$ cat config.mk
export PLATFORM = sky130hd
export DESIGN_NAME = redundant_copy_guard
export DESIGN_NICKNAME = d
export VERILOG_FILES = /design/src/rtl/rcg_pkg.sv /design/src/rtl/rcg_rst_sync.sv /design/src/rtl/rcg_peer_watch.sv /design/src/rtl/rcg_copy_fsm.sv /design/src/rtl/rcg_state_loader.sv /design/src/rtl/redundant_copy_guard.sv
export SDC_FILE = /design/constraint.sdc
export NUM_CORES = 1
export LEC_CHECK = 0
export BUFFER_PORTS_ARGS = -buffer_cell sky130_fd_sc_hd__buf_2
export CELL_PAD_IN_SITES_DETAIL_PLACEMENT = 1
export CELL_PAD_IN_SITES_GLOBAL_PLACEMENT = 1
export CORE_UTILIZATION = 40
export DETAILED_ROUTE_END_ITERATION = 10
export PLACE_DENSITY_LB_ADDON = 0.1
export SYNTH_ARGS = -nofsm -noshare
export SYNTH_HDL_FRONTEND = slang
export SYNTH_HIERARCHICAL = 1
export SYNTH_SLANG_ARGS = --single-unit
$ cat constraint.sdc
create_clock -name clk -period 1.9 [get_ports clk]
set_input_delay 0.095 -clock clk [delete_from_list [all_inputs] [get_ports clk]]
set_output_delay 0.095 -clock clk [all_outputs]
set_load 0.01 [all_outputs]
$ cat src/rtl/rcg_pkg.sv
package rcg_pkg;
  typedef enum logic [1:0] {
    CS_ONLINE   = 2'd0,
    CS_OFFLINE  = 2'd1,
    CS_RECONFIG = 2'd2,
    CS_RESYNC   = 2'd3
  } copy_state_e;
endpackage

$ cat src/rtl/rcg_rst_sync.sv
module rcg_rst_sync #(
  parameter int STAGES = 2
) (
  input  logic clk,
  input  logic rst_n_i,
  output logic rst_n_o
);
  logic [STAGES-1:0] sync_q;

  always_ff @(posedge clk or negedge rst_n_i) begin
    if (!rst_n_i) sync_q <= '0;
    else          sync_q <= {sync_q[STAGES-2:0], 1'b1};
  end

  assign rst_n_o = sync_q[STAGES-1];
endmodule

$ cat src/rtl/rcg_peer_watch.sv
module rcg_peer_watch #(
  parameter int TIMEOUT_CYC = 1024
) (
  input  logic clk,
  input  logic rst_n,
  input  logic peer_online_i,
  input  logic self_online_i,
  input  logic restart_mode_i,
  output logic req_o,
  output logic restart_o
);
  localparam int CNT_W = $clog2(TIMEOUT_CYC + 1);
  localparam logic [CNT_W-1:0] CNT_MAX = CNT_W'(TIMEOUT_CYC);

  logic [CNT_W-1:0] cnt_q, cnt_d;
  logic             cnt_en;
  logic             expired;
  logic             decl_q, decl_d;
  logic             restart_q, restart_d;

  assign expired = (cnt_q == CNT_MAX);
  assign req_o   = expired && self_online_i;

  // offline counter: clears on any online sample, saturates at the limit
  always_comb begin
    cnt_en = peer_online_i || !expired;
    cnt_d  = cnt_q;
    if (peer_online_i) cnt_d = '0;
    else               cnt_d = cnt_q + 1'b1;
  end

  // remembers that a request was raised until the peer returns
  always_comb begin
    decl_d = decl_q;
    if (peer_online_i) decl_d = 1'b0;
    else if (req_o)    decl_d = 1'b1;
    restart_d = restart_mode_i && decl_q && peer_online_i && self_online_i;
  end

  always_ff @(posedge clk or negedge rst_n) begin
    if (!rst_n) begin
      cnt_q     <= '0;
      decl_q    <= 1'b0;
      restart_q <= 1'b0;
    end else begin
      if (cnt_en) cnt_q <= cnt_d;
      decl_q    <= decl_d;
      restart_q <= restart_d;
    end
  end

  assign restart_o = restart_q;

  p_cnt_bounded_r2: assert property (@(posedge clk) disable iff (!rst_n)
    cnt_q <= CNT_MAX);
  p_req_after_offline_r2: assert property (@(posedge clk) disable iff (!rst_n)
    req_o |-> !$past(peer_online_i));
  p_cnt_clear_r3: assert property (@(posedge clk) disable iff (!rst_n)
    peer_online_i |=> (cnt_q == '0));
  p_restart_single_r9: assert property (@(posedge clk) disable iff (!rst_n)
    restart_q |=> !restart_q);
  p_restart_mode_r9: assert property (@(posedge clk) disable iff (!rst_n)
    restart_q |-> $past(restart_mode_i));
endmodule

$ cat src/rtl/rcg_copy_fsm.sv
module rcg_copy_fsm
  import rcg_pkg::*;
(
  input  logic        clk,
  input  logic        rst_n,
  input  logic        reconfig_active_i,
  input  logic        upset_i,
  input  logic        period_start_i,
  input  logic        loaded_i,
  input  logic        req_i,
  output copy_state_e state_o,
  output logic        capture_o,
  output logic        clear_o
);
  copy_state_e state_q, state_d;

  always_comb begin
    state_d = state_q;
    if (reconfig_active_i) begin
      state_d = CS_RECONFIG;
    end else begin
      case (state_q)
        CS_ONLINE:   if (upset_i) state_d = CS_OFFLINE;
        CS_OFFLINE:  state_d = CS_OFFLINE;
        CS_RECONFIG: state_d = CS_RESYNC;
        CS_RESYNC: begin
          if (upset_i)       state_d = CS_OFFLINE;
          else if (loaded_i) state_d = CS_ONLINE;
        end
        default:     state_d = CS_OFFLINE;
      endcase
    end
  end

  always_ff @(posedge clk or negedge rst_n) begin
    if (!rst_n) state_q <= CS_ONLINE;
    else        state_q <= state_d;
  end

  assign capture_o = (state_q == CS_RESYNC) && !reconfig_active_i && !upset_i
                     && !loaded_i && period_start_i;
  assign clear_o   = (state_q == CS_RECONFIG) && !reconfig_active_i;
  assign state_o   = state_q;

  p_reconfig_hiz_r5: assert property (@(posedge clk) disable iff (!rst_n)
    reconfig_active_i |=> (state_q == CS_RECONFIG));
  p_upset_offline_r4: assert property (@(posedge clk) disable iff (!rst_n)
    (upset_i && !reconfig_active_i && (state_q == CS_ONLINE)) |=> (state_q == CS_OFFLINE));
  p_no_req_recovering_r10: assert property (@(posedge clk) disable iff (!rst_n)
    (state_q != CS_ONLINE) |-> !req_i);
  p_resync_after_reconfig_r6: assert property (@(posedge clk) disable iff (!rst_n)
    clear_o |=> (state_q == CS_RESYNC));
endmodule

$ cat src/rtl/rcg_state_loader.sv
module rcg_state_loader #(
  parameter int DUTY_W = 8
) (
  input  logic              clk,
  input  logic              rst_n,
  input  logic              capture_i,
  input  logic              clear_i,
  input  logic              restart_mode_i,
  input  logic [DUTY_W-1:0] peer_duty_i,
  output logic [DUTY_W-1:0] duty_o,
  output logic              strobe_o
);
  logic [DUTY_W-1:0] duty_q, duty_d;
  logic              duty_en;
  logic              strobe_q;

  always_comb begin
    duty_en = clear_i || capture_i;
    if (clear_i || restart_mode_i) duty_d = '0;
    else                           duty_d = peer_duty_i;
  end

  always_ff @(posedge clk or negedge rst_n) begin
    if (!rst_n) begin
      duty_q   <= '0;
      strobe_q <= 1'b0;
    end else begin
      if (duty_en) duty_q <= duty_d;
      strobe_q <= capture_i;
    end
  end

  assign duty_o   = duty_q;
  assign strobe_o = strobe_q;

  p_strobe_single_r7: assert property (@(posedge clk) disable iff (!rst_n)
    strobe_q |=> !strobe_q);
  p_capture_copy_r7: assert property (@(posedge clk) disable iff (!rst_n)
    (capture_i && !restart_mode_i) |=> (duty_q == $past(peer_duty_i)));
  p_capture_zero_r8: assert property (@(posedge clk) disable iff (!rst_n)
    (capture_i && restart_mode_i) |=> (duty_q == '0));
  p_clear_on_exit_r6: assert property (@(posedge clk) disable iff (!rst_n)
    clear_i |=> (duty_q == '0));
endmodule

$ cat src/rtl/redundant_copy_guard.sv
module redundant_copy_guard
  import rcg_pkg::*;
#(
  parameter int TIMEOUT_CYC = 1024,
  parameter int DUTY_W      = 8,
  parameter int RST_STAGES  = 2
) (
  input  logic              clk,
  input  logic              rst_n,
  input  logic              peer_online,
  input  logic [DUTY_W-1:0] peer_duty,
  input  logic              peer_period_start,
  input  logic              reconfig_active,
  input  logic              upset_detect,
  input  logic              restart_mode,
  output logic              self_online,
  output logic              peer_reconfig_req,
  output logic              drive_en,
  output logic              load_strobe,
  output logic [DUTY_W-1:0] load_duty,
  output logic              loop_restart
);
  logic        rst_n_int;
  copy_state_e state;
  logic        capture;
  logic        clear;
  logic        online_st;
  logic        req;

  rcg_rst_sync #(.STAGES(RST_STAGES)) u_rst (
    .clk     (clk),
    .rst_n_i (rst_n),
    .rst_n_o (rst_n_int)
  );

  assign online_st = (state == CS_ONLINE);

  rcg_peer_watch #(.TIMEOUT_CYC(TIMEOUT_CYC)) u_watch (
    .clk            (clk),
    .rst_n          (rst_n_int),
    .peer_online_i  (peer_online),
    .self_online_i  (online_st),
    .restart_mode_i (restart_mode),
    .req_o          (req),
    .restart_o      (loop_restart)
  );

  rcg_copy_fsm u_fsm (
    .clk               (clk),
    .rst_n             (rst_n_int),
    .reconfig_active_i (reconfig_active),
    .upset_i           (upset_detect),
    .period_start_i    (peer_period_start),
    .loaded_i          (load_strobe),
    .req_i             (req),
    .state_o           (state),
    .capture_o         (capture),
    .clear_o           (clear)
  );

  rcg_state_loader #(.DUTY_W(DUTY_W)) u_load (
    .clk            (clk),
    .rst_n          (rst_n_int),
    .capture_i      (capture),
    .clear_i        (clear),
    .restart_mode_i (restart_mode),
    .peer_duty_i    (peer_duty),
    .duty_o         (load_duty),
    .strobe_o       (load_strobe)
  );

  assign self_online       = online_st;
  assign drive_en          = online_st;
  assign peer_reconfig_req = req;

  p_strobe_hiz_r7: assert property (@(posedge clk) disable iff (!rst_n_int)
    load_strobe |-> !drive_en);
  p_strobe_then_enable_r7: assert property (@(posedge clk) disable iff (!rst_n_int)
    (load_strobe && !reconfig_active && !upset_detect) |=> drive_en);
  p_reconfig_no_drive_r5: assert property (@(posedge clk) disable iff (!rst_n_int)
    reconfig_active |=> !drive_en);
endmodule

==> results of run 1 <==
-- per-stage QoR --
step	TNS [ns]	total power, W	hold WS (ns)
detailed placement	0	0.000703	-0.118
finish	0	0.000973	0.0185
CTS	0	0.000986	0.0111
global placement	0	0.000698	-0.120
floorplan	0	0.000655	-0.201
global route	-0.0242	0.00103	0.00601
-- critical path: stages (launching register included) --
cell,delay (ns)
dfrtp_1,0.45
or4_4,0.55
nor3_4,0.19
and2_2,0.15
buf_2,0.12
-- cells in the final DEF, fill, tap and decap left out, drive strengths merged --
master,Yosys,routed
nor2,9,9
o311ai,1,1
dlygate4sd3,0,3
inv,7,7
and4,1,1
and4b,1,1
a22o,1,1
and2,1,1
o21ai,3,3
or3,2,2
xor2,2,2
a21oi,6,6
nor2b,2,2
dfrtp,26,26
nand3,4,4
nand4,1,1
nand2b,1,1
a21o,1,1
a32o,8,8
o31ai,3,3
or4,5,5
mux2i,1,1
nor3,3,3
buf,2,37
conb,1,1
mux2,2,2
nand2,7,7
ha,2,2
clkbuf,1,4
nor4,2,2
-- cells by family after synthesis --
| kind of cell | share of synthesized area [%] |
|---|---|
| buffers and inverters | 3.57 |
| other | 0.314 |
| AO/OA/AOI/OAI | 14.5 |
| AND/OR/NAND/NOR | 20.5 |
| adder cells (fa/ha/maj) | 2.10 |
| multiplexers | 3.04 |
| XOR/XNOR | 1.47 |
| flip-flops | 54.6 |
-- final timing paths --
kind,start,end,slack [ns],cells after the start
setup / recovery,u_watch/cnt_q[4],peer_reconfig_req,0.04,4
hold / removal,peer_duty[1],u_load/duty_o[1],0.02,2
setup reg to reg,u_watch/cnt_q[4],u_watch/cnt_q[0],0.08,5
hold reg to reg,u_rst/sync_q[1],u_watch/cnt_q[1],0.23,1
max in group asynchronous,u_rst/sync_q[1],u_watch/cnt_q[2],1.41,1
min in group asynchronous,rst_n,u_rst/sync_q[0],0.08,2
-- layer usage --
layer / part of all wire [%] / global-route usage, %
met5: 0 / 0
met4: 0.46 / 4.18
met1: 44 / 21.5
met2: 52 / 32.9
met3: 4.1 / 2.53
-- state kept, by name, summed over array words and instances (netlist names) --
signal             cells
u_load/strobe_o        1
u_watch/cnt_q         11
u_watch/decl_q         1
u_load/duty_o          8
u_fsm/state_o          2
u_watch/restart_o      1
u_rst/sync_q           2
-- where the power goes --
group,internal [W],total [W],leakage [nW],switching [W]
combinational,0.0000478,0.000113,0.348,0.0000652
sequential,0.000571,0.000586,0.345,0.0000152
clock,0.000117,0.000274,0.0210,0.000157
-- area by class of cell --
class / instances / area share, %
Clock buffer: 4 / 2.41
Inverter: 7 / 1.75
Multi-Input combinational cell: 70 / 33.9
Sequential cell: 26 / 43.4
Tap cell: 31 / 2.58
Timing Repair Buffer: 40 / 16.0
-- repair_timing --
item	CTS	global route
endpoints found under the hold margin	5	0
resized for setup	1	2
pin swaps	1	3
buffers inserted	1	7
hold buffers	3	0
setup endpoints to repair	1	1
==> impl_metrics.json, run 1 <==
{
  "viasPerCell": 5.55,
  "die_area_mm2": 0.00320,
  "drtPass1Iterations": 4,
  "vias": 988,
  "io_buffers": 27,
  "report.final.slew_viol_count": 0,
  "pre_cts_ws_ns": 0.194,
  "clock-sinks": 26,
  "clk_latency_ns": 0.31,
  "synth_commonest_cells": "dfrtp_1, a32o_1, inv_1, nand2_1, nor2_1",
  "outcome": "completed",
  "cts_tree": "yes",
  "fin_area_mm2": 0.00150,
  "ant_nets": 0,
  "synth_most_common_cell": "dfrtp_1",
  "synthFlopType": "dfrtp_1",
  "cts.reportedPaths.clkPinSlew_ns": 0.14,
  "final_util_pct": 54.1,
  "worstPathArrival_ns": 1.76,
  "finalSetupViolations": 0,
  "die_w_um": 56.6,
  "place.gp.congestion": 0.738,
  "rows": 19,
  "seq_area_um2": 653,
  "synth_top_area_share_pct": 54.6,
  "num_io_pins": 28,
  "ys_ff_latch": 26,
  "initial_core_util_pct": 42.9,
  "drt_iter0_drc": 27,
  "end_kind": "output port",
  "dpl.cell_count": 163,
  "cts_buffers": 3,
  "finalCritPeriodShare_pct": 97.8,
  "cts-root-buf": "clkbuf_4",
  "max_freq_mhz": 538,
  "ys_warn_count": 6,
  "finalHoldViolCount": 0,
  "syn-mean-instance-area_um2": 11.2,
  "nets": 165,
  "crit_type": "reg2out",
  "synth_cell_types": 35,
  "first_global_vias": 998,
  "grt_pass1_wl_mm": 4.49,
  "synth_edf_count": 0,
  "wirelength_mm": 2.82,
  "start_kind": "flop",
  "overflow": 0,
  "drc_errors": 0,
  "path_max_fanout": 4,
  "grt_util_all_layers_pct": 17.7,
  "fin_skew_ns": 0.00454,
  "grt_max_degree": 25,
  "area_delta_synth_final_pct": 26.1,
  "synth_area_leaders": "dfrtp_1, a32o_1, a21oi_1",
  "ys_seq_area_share_pct": 54.6,
  "leakage_nw": 0.715,
  "fin_crit_ns": 1.86,
  "drv_cap": 0,
  "hp-class": "in2reg",
  "synth_top_area_cell": "dfrtp_1",
  "antenna_found_initial": 0,
  "vdd_drop_max_uv": 377,
  "power.density_mw_per_mm2": 647,
  "placement.cell_area_mm2": 0.00137,
  "timing.final.ws_setup_ns": 0.0414,
  "coreArea_mm2": 0.00278,
  "synth_nets": 123,
  "syn_area_mm2": 0.00119,
  "cts-htree-levels": 1,
  "antenna_cells": 0,
  "multi_input_area_um2": 509,
  "die_h_um": 56.6,
  "final-instance-count-excl-fill": 178,
  "postSynthCellCount": 106,
  "required_ns": 1.80,
  "routedWlPerCell_um": 15.8,
  "drive_gt1_share_pct": 36.1,
  "dp_hpwl_mm": 1.90,
  "fillers": 320,
  "async_reset_ff_share_pct": 100,
  "cts.path.max_buffers": 2
}
Note: power is estimated with default switching activity, not from simulation.
==> run 2, diff against run 1 <==
- CORE_UTILIZATION: 40 -> 36
- clock period: 1.9 -> 1.7 ns (I/O delays scaled with it)
==> run 2 against run 1 <==
- the run now ends with setup timing left
- count of clock-buffer cells in the layout down 1
- register-to-register slack got worse by 0.17 ns
- clock power increased by 55%
- sequential share of layout area is 3.2 points lower
- utilization fell by 1.9 points
- sequential power rose by 12%
- clock skew is essentially flat
- worst hold slack improved by 0.00073 ns
- critical endpoint unchanged
- largest cell class unchanged
==> impl_metrics.json, run 2 (same netlist as run 1, synthesis figures left out) <==
{
  "outcome": "complete, but fails checks",
  "violations": "setup timing",
  "num_io_pins": 28,
  "cts.reportedPaths.clkPinSlew_ns": 0.14,
  "clkPwrFrac_pct": 35.1,
  "routedWlPerCell_um": 14.5,
  "drtPass1Iterations": 4,
  "die_w_um": 59.6,
  "place.gp.congestion": 0.851,
  "p_comb_share_pct": 11.0,
  "hp-class": "in2reg",
  "first_global_vias": 1039,
  "finalSetupViolations": 2,
  "vias": 1008,
  "ant_nets": 0,
  "die_h_um": 59.6,
  "r2r_cells": 5,
  "viasPerCell": 5.07,
  "fillers": 375,
  "die_area_mm2": 0.00355,
  "cts.path.max_buffers": 2,
  "power.density_mw_per_mm2": 750,
  "cts-htree-levels": 1,
  "final-instance-count-excl-fill": 199,
  "drv_cap": 0,
  "drt_iter0_drc": 57,
  "placement.cell_area_mm2": 0.00142,
  "timing.final.ws_setup_ns": -0.128,
  "grt_max_degree": 25,
  "cts_tree": "yes",
  "io_buffers": 27,
  "coreArea_mm2": 0.00310,
  "antenna_found_initial": 0,
  "grt_pass1_wl_mm": 4.75,
  "crit_type": "reg2out",
  "reg2reg_slack_ns": -0.09,
  "wirelength_mm": 2.89,
  "pre_cts_ws_ns": 0.0436,
  "finalCritPeriodShare_pct": 108,
  "power_w": 0.00121,
  "rows": 20,
  "dpl.cell_count": 181,
  "required_ns": 1.62,
  "max_freq_mhz": 547,
  "report.final.slew_viol_count": 0,
  "fin_skew_ns": 0.00415,
  "end_kind": "output port",
  "grt_util_all_layers_pct": 17.9,
  "initial_core_util_pct": 38.4,
  "fin_area_mm2": 0.00162,
  "overflow": 0,
  "worstPathArrival_ns": 1.74,
  "fin_crit_ns": 1.83,
  "regMostFlops": "u_watch/cnt_q",
  "rsz0062_at_grt": "true",
  "worstHoldPathCells": 2,
  "dp_hpwl_mm": 2.02,
  "leakage_nw": 0.762,
  "finalHoldViolCount": 0,
  "area_delta_synth_final_pct": 35.7,
  "cts_buffers": 3,
  "drc_errors": 0,
  "nets": 173,
  "path_max_fanout": 2,
  "cts-root-buf": "clkbuf_4",
  "p_sw_w": 0.000277,
  "start_kind": "flop",
  "intPower_w": 0.000936,
  "p_sw_share_pct": 22.8,
  "clock-sinks": 26,
  "layout_common_cells": "buf_2, dfrtp_1, buf_4",
  "drive_gt1_share_pct": 34.8,
  "clk_latency_ns": 0.32,
  "antenna_cells": 0,
  "vdd_drop_max_uv": 328,
  "p_seq_share_pct": 53.9,
  "largest_reg_flops": 11
}
==> run 2: cell count changes in the layout (fill, tap and decap cells not counted), sizes merged <==
cell	change
dlygate4sd3	+5
buf	+3
bufinv	+1
clkbuf	-1
==> run 2: final timing paths <==
check                                  from           endpoint
max                        u_watch/cnt_q[8]  peer_reconfig_req
min                            peer_duty[6]   u_load/duty_o[6]
max reg2reg                u_watch/cnt_q[8]   u_watch/cnt_q[0]
min reg2reg                 u_rst/sync_q[1]   u_watch/cnt_q[5]
max in group asynchronous   u_rst/sync_q[1]  u_watch/cnt_q[10]
min in group asynchronous             rst_n    u_rst/sync_q[0]
==> run 2: layer usage <==
metal / track usage [%] / vias to the layer above / part of all wire, %
met5: 0 / - / 0
li1: - / 485 / -
met1: 21.1 / 504 / 46
met2: 33.2 / 19 / 51
met3: 2.84 / 0 / 3.8
met4: 4.98 / 0 / 0
==> run 2: area by class of cell <==
class / instances / area (µm²) / area share (%)
clock inverters: 1 / 30.0 / 1.86
clock buffers: 3 / 22.5 / 1.39
flip-flops and latches: 26 / 651 / 40.2
inverters: 7 / 26.3 / 1.62
repair buffers: 48 / 323 / 20.0
well taps: 44 / 55.1 / 3.40
multi-input cells: 70 / 510 / 31.6
==> run 2: power by group through the flow <==
stage / clock network (W) / logic [W] / registers, W
final: 0.000425 / 0.000134 / 0.000654
after CTS: 0.000448 / 0.000136 / 0.000655
after global routing: 0.000466 / 0.000151 / 0.000658
after global placement: 0 / 0.000117 / 0.000664
after floorplan: 0 / 0.0000571 / 0.000675
after detailed placement: 0 / 0.000121 / 0.000666
==> run 2: stage by stage <==
step / util, % / hold slack (ns) / setup TNS [ns]
floorplan: - / -0.211 / 0
global placement: 45.7 / -0.130 / 0
detailed placement: 45.7 / -0.128 / 0
CTS: 51.1 / 0.0000991 / -0.135
global route: 52.1 / 0.00304 / -0.284
finish: 52.1 / 0.0193 / -0.215
==> run 2: repair_timing <==
item,4_1_cts,5_1_grt
endpoints found under the setup margin,1,3
hold buffers,8,0
endpoints found under the hold margin,10,0
buffers inserted,3,3
pin swaps,2,0
gates resized for setup,3,2
==> run 2: worst max-delay path, cell delays in order (launching register included) <==
cell     delay [ns]
dfrtp_1        0.41
or4_4          0.57
nor3_4         0.19
and2_4         0.16
buf_6          0.09
==> run 3, diff against run 2 <==
- ABC_AREA: default -> 1
- CORE_UTILIZATION: 36 -> 34
- CTS_CLUSTER_SIZE: default -> 40
==> run 3 against run 2 <==
- the flow now finishes without violations
- utilization down 8.0 points
- count of clock-buffer cells in the layout is 1 higher
- critical path type unchanged
- global-route usage fell by 1.4 points
- critical path depth up 3
- routed wire length grew 2.5%
- non-clock buffer count shrank 18
- power shrank 1.2%
==> impl_metrics.json, run 3 <==
{
  "outcome": "completed",
  "power_w": 0.00120,
  "p_sw_share_pct": 24.5,
  "dpl.cell_count": 230,
  "hp-class": "in2reg",
  "viasPerCell": 4.77,
  "ys_ff_latch": 26,
  "grt_pass1_wl_mm": 5.15,
  "overflow": 0,
  "drt_iter0_drc": 47,
  "first_global_vias": 1143,
  "dp_hpwl_mm": 2.33,
  "finalHoldViolCount": 0,
  "layout_common_cells": "nand2_1, buf_2, dfrtp_1",
  "routedWlPerCell_um": 12.5,
  "synth_top_area_share_pct": 51.3,
  "path_cells": "inv_1 > ha_1 > nand2_1 > nor3_1 > nand3_1 > inv_1 > buf_2",
  "synth_area_leaders": "dfrtp_1, nand2_1, nand3_1",
  "antenna_found_initial": 0,
  "p_seq_share_pct": 55.6,
  "start_kind": "flop",
  "max_stage_delay_ns": 0.42,
  "finalSetupViolations": 0,
  "die_w_um": 63.1,
  "leakage_nw": 0.813,
  "num_io_pins": 28,
  "final-instance-count-excl-fill": 236,
  "drv_cap": 0,
  "synth_top_area_cell": "dfrtp_1",
  "initial_core_util_pct": 36.9,
  "place.gp.congestion": 0.782,
  "tns_ns": 0,
  "power.density_mw_per_mm2": 790,
  "die_area_mm2": 0.00398,
  "syn_area_mm2": 0.00127,
  "vdd_drop_max_uv": 662,
  "nets": 208,
  "async_reset_ff_share_pct": 100,
  "ys_seq_area_share_pct": 51.3,
  "required_ns": 1.62,
  "cts.path.max_buffers": 2,
  "clkPwrFrac_pct": 32.4,
  "coreArea_mm2": 0.00344,
  "crit_family": "flip-flops",
  "path_max_fanout": 4,
  "area_delta_synth_final_pct": 19.6,
  "ant_nets": 0,
  "drtPass1Iterations": 4,
  "rows": 21,
  "regMostFlops": "u_watch/cnt_q",
  "synthFlopType": "dfrtp_1",
  "intPower_w": 0.000905,
  "cpMostUsedCell": "inv_1",
  "fin_skew_ns": 0.00351,
  "synth_most_common_cell": "nand2_1",
  "timing.final.ws_setup_ns": 0.143,
  "slowest_stage": "dfrtp_1",
  "cts_buffers": 3,
  "io_buffers": 27,
  "synth_edf_count": 0,
  "clk_latency_ns": 0.26,
  "synth_cell_types": 20,
  "clock-sinks": 26,
  "report.final.slew_viol_count": 0,
  "synth_nets": 176,
  "fin_crit_ns": 1.56,
  "vias": 1125,
  "grt_util_all_layers_pct": 16.5,
  "drive_gt1_share_pct": 21.6,
  "syn-mean-instance-area_um2": 7.98,
  "wirelength_mm": 2.96,
  "cts-htree-levels": 1,
  "pre_cts_ws_ns": 0.318,
  "antenna_cells": 0,
  "largest_reg_flops": 11,
  "rsz0062_at_grt": "false",
  "layout_commonest_cell": "nand2_1",
  "cts_tree": "yes",
  "worstPathArrival_ns": 1.47,
  "grt_max_degree": 15,
  "drc_errors": 0,
  "synth_commonest_cells": "nand2_1, dfrtp_1, nor2_1",
  "p_comb_share_pct": 12.1,
  "finalCritPeriodShare_pct": 91.6,
  "ys_warn_count": 6,
  "crit_buf_inv": 3,
  "crit_type": "reg2out",
  "max_freq_mhz": 642,
  "cts-root-buf": "clkbuf_8",
  "cts_resized": 0,
  "postSynthCellCount": 159,
  "end_kind": "output port",
  "die_h_um": 63.1,
  "p_sw_w": 0.000294,
  "cts.reportedPaths.clkPinSlew_ns": 0.08
}
run 3: path summary, 6_finish.rpt:
| kind | startpoint | end | slack [ns] | depth (start not counted) |
|---|---|---|---|---|
| max reg2reg | u_fsm/state_o[1] | u_load/duty_o[1] | 0.30 | 7 |
| min | peer_online | u_watch/cnt_q[8] | 0.04 | 2 |
| max in group asynchronous | u_rst/sync_q[1] | u_watch/cnt_q[5] | 0.93 | 1 |
| min in group asynchronous | rst_n | u_rst/sync_q[1] | 0.12 | 2 |
| min reg2reg | u_rst/sync_q[1] | u_load/duty_o[3] | 0.20 | 0 |
| max | u_watch/cnt_q[1] | peer_reconfig_req | 0.14 | 7 |
run 3: metal layers:
layer / part of all wire, % / global-route usage [%] / wire length (µm) / up-vias
li1: - / - / - / 560
met4: 0.74 / 4.36 / 22 / 0
met5: 0 / 0 / 0 / -
met1: 47 / 20.9 / 1390 / 548
met2: 49 / 27.6 / 1450 / 15
met3: 3.2 / 4.17 / 95 / 2
run 3: cells by family (layout without fill, tap and decap cells):
group | after synthesis | after routing | synth area share, %
other cells | 1 | 1 | 0.296
simple gates | 98 | 98 | 34.9
compound gates | 11 | 11 | 4.34
flops | 26 | 26 | 51.3
buf+inv | 21 | 52 | 7.20
fa+ha+maj | 2 | 2 | 1.97
run 3: cell type report:
type / count / area (µm²)
Timing Repair Buffer: 30 / 160
Inverter: 18 / 67.6
Tap cell: 46 / 57.6
Sequential cell: 26 / 651
Multi-Input combinational cell: 112 / 527
Clock buffer: 4 / 55.1
Fill cell: 441 / 1920
run 3: repair_timing:
| action | 4_1_cts | 5_1_grt |
|---|---|---|
| setup buffers | 0 | 1 |
| hold buffers | 1 | 0 |
| endpoints found under the setup margin | 0 | 1 |
| endpoints found under the hold margin | 2 | 0 |
run 3: per-stage QoR:
stage / hold slack, ns / utilization, % / instance area (µm²)
5_1_grt: 0.0258 / 44.1 / 1520
3_3_place_gp: -0.130 / 42.0 / 1450
4_1_cts: 0.0268 / 43.9 / 1510
3_5_place_dp: -0.128 / 42.0 / 1450
6_report: 0.0354 / 44.1 / 1520
2_1_floorplan: -0.211 / - / 1270
run 3: power groups by stage:
stage          clock network (W)  registers, W  logic (W)
2_1_floorplan                  0      0.000683  0.0000812
3_3_place_gp                   0      0.000678   0.000137
3_5_place_dp                   0      0.000680   0.000142
4_1_cts                 0.000408      0.000668   0.000144
5_1_grt                 0.000432      0.000671   0.000165
6_report                0.000388      0.000666   0.000145
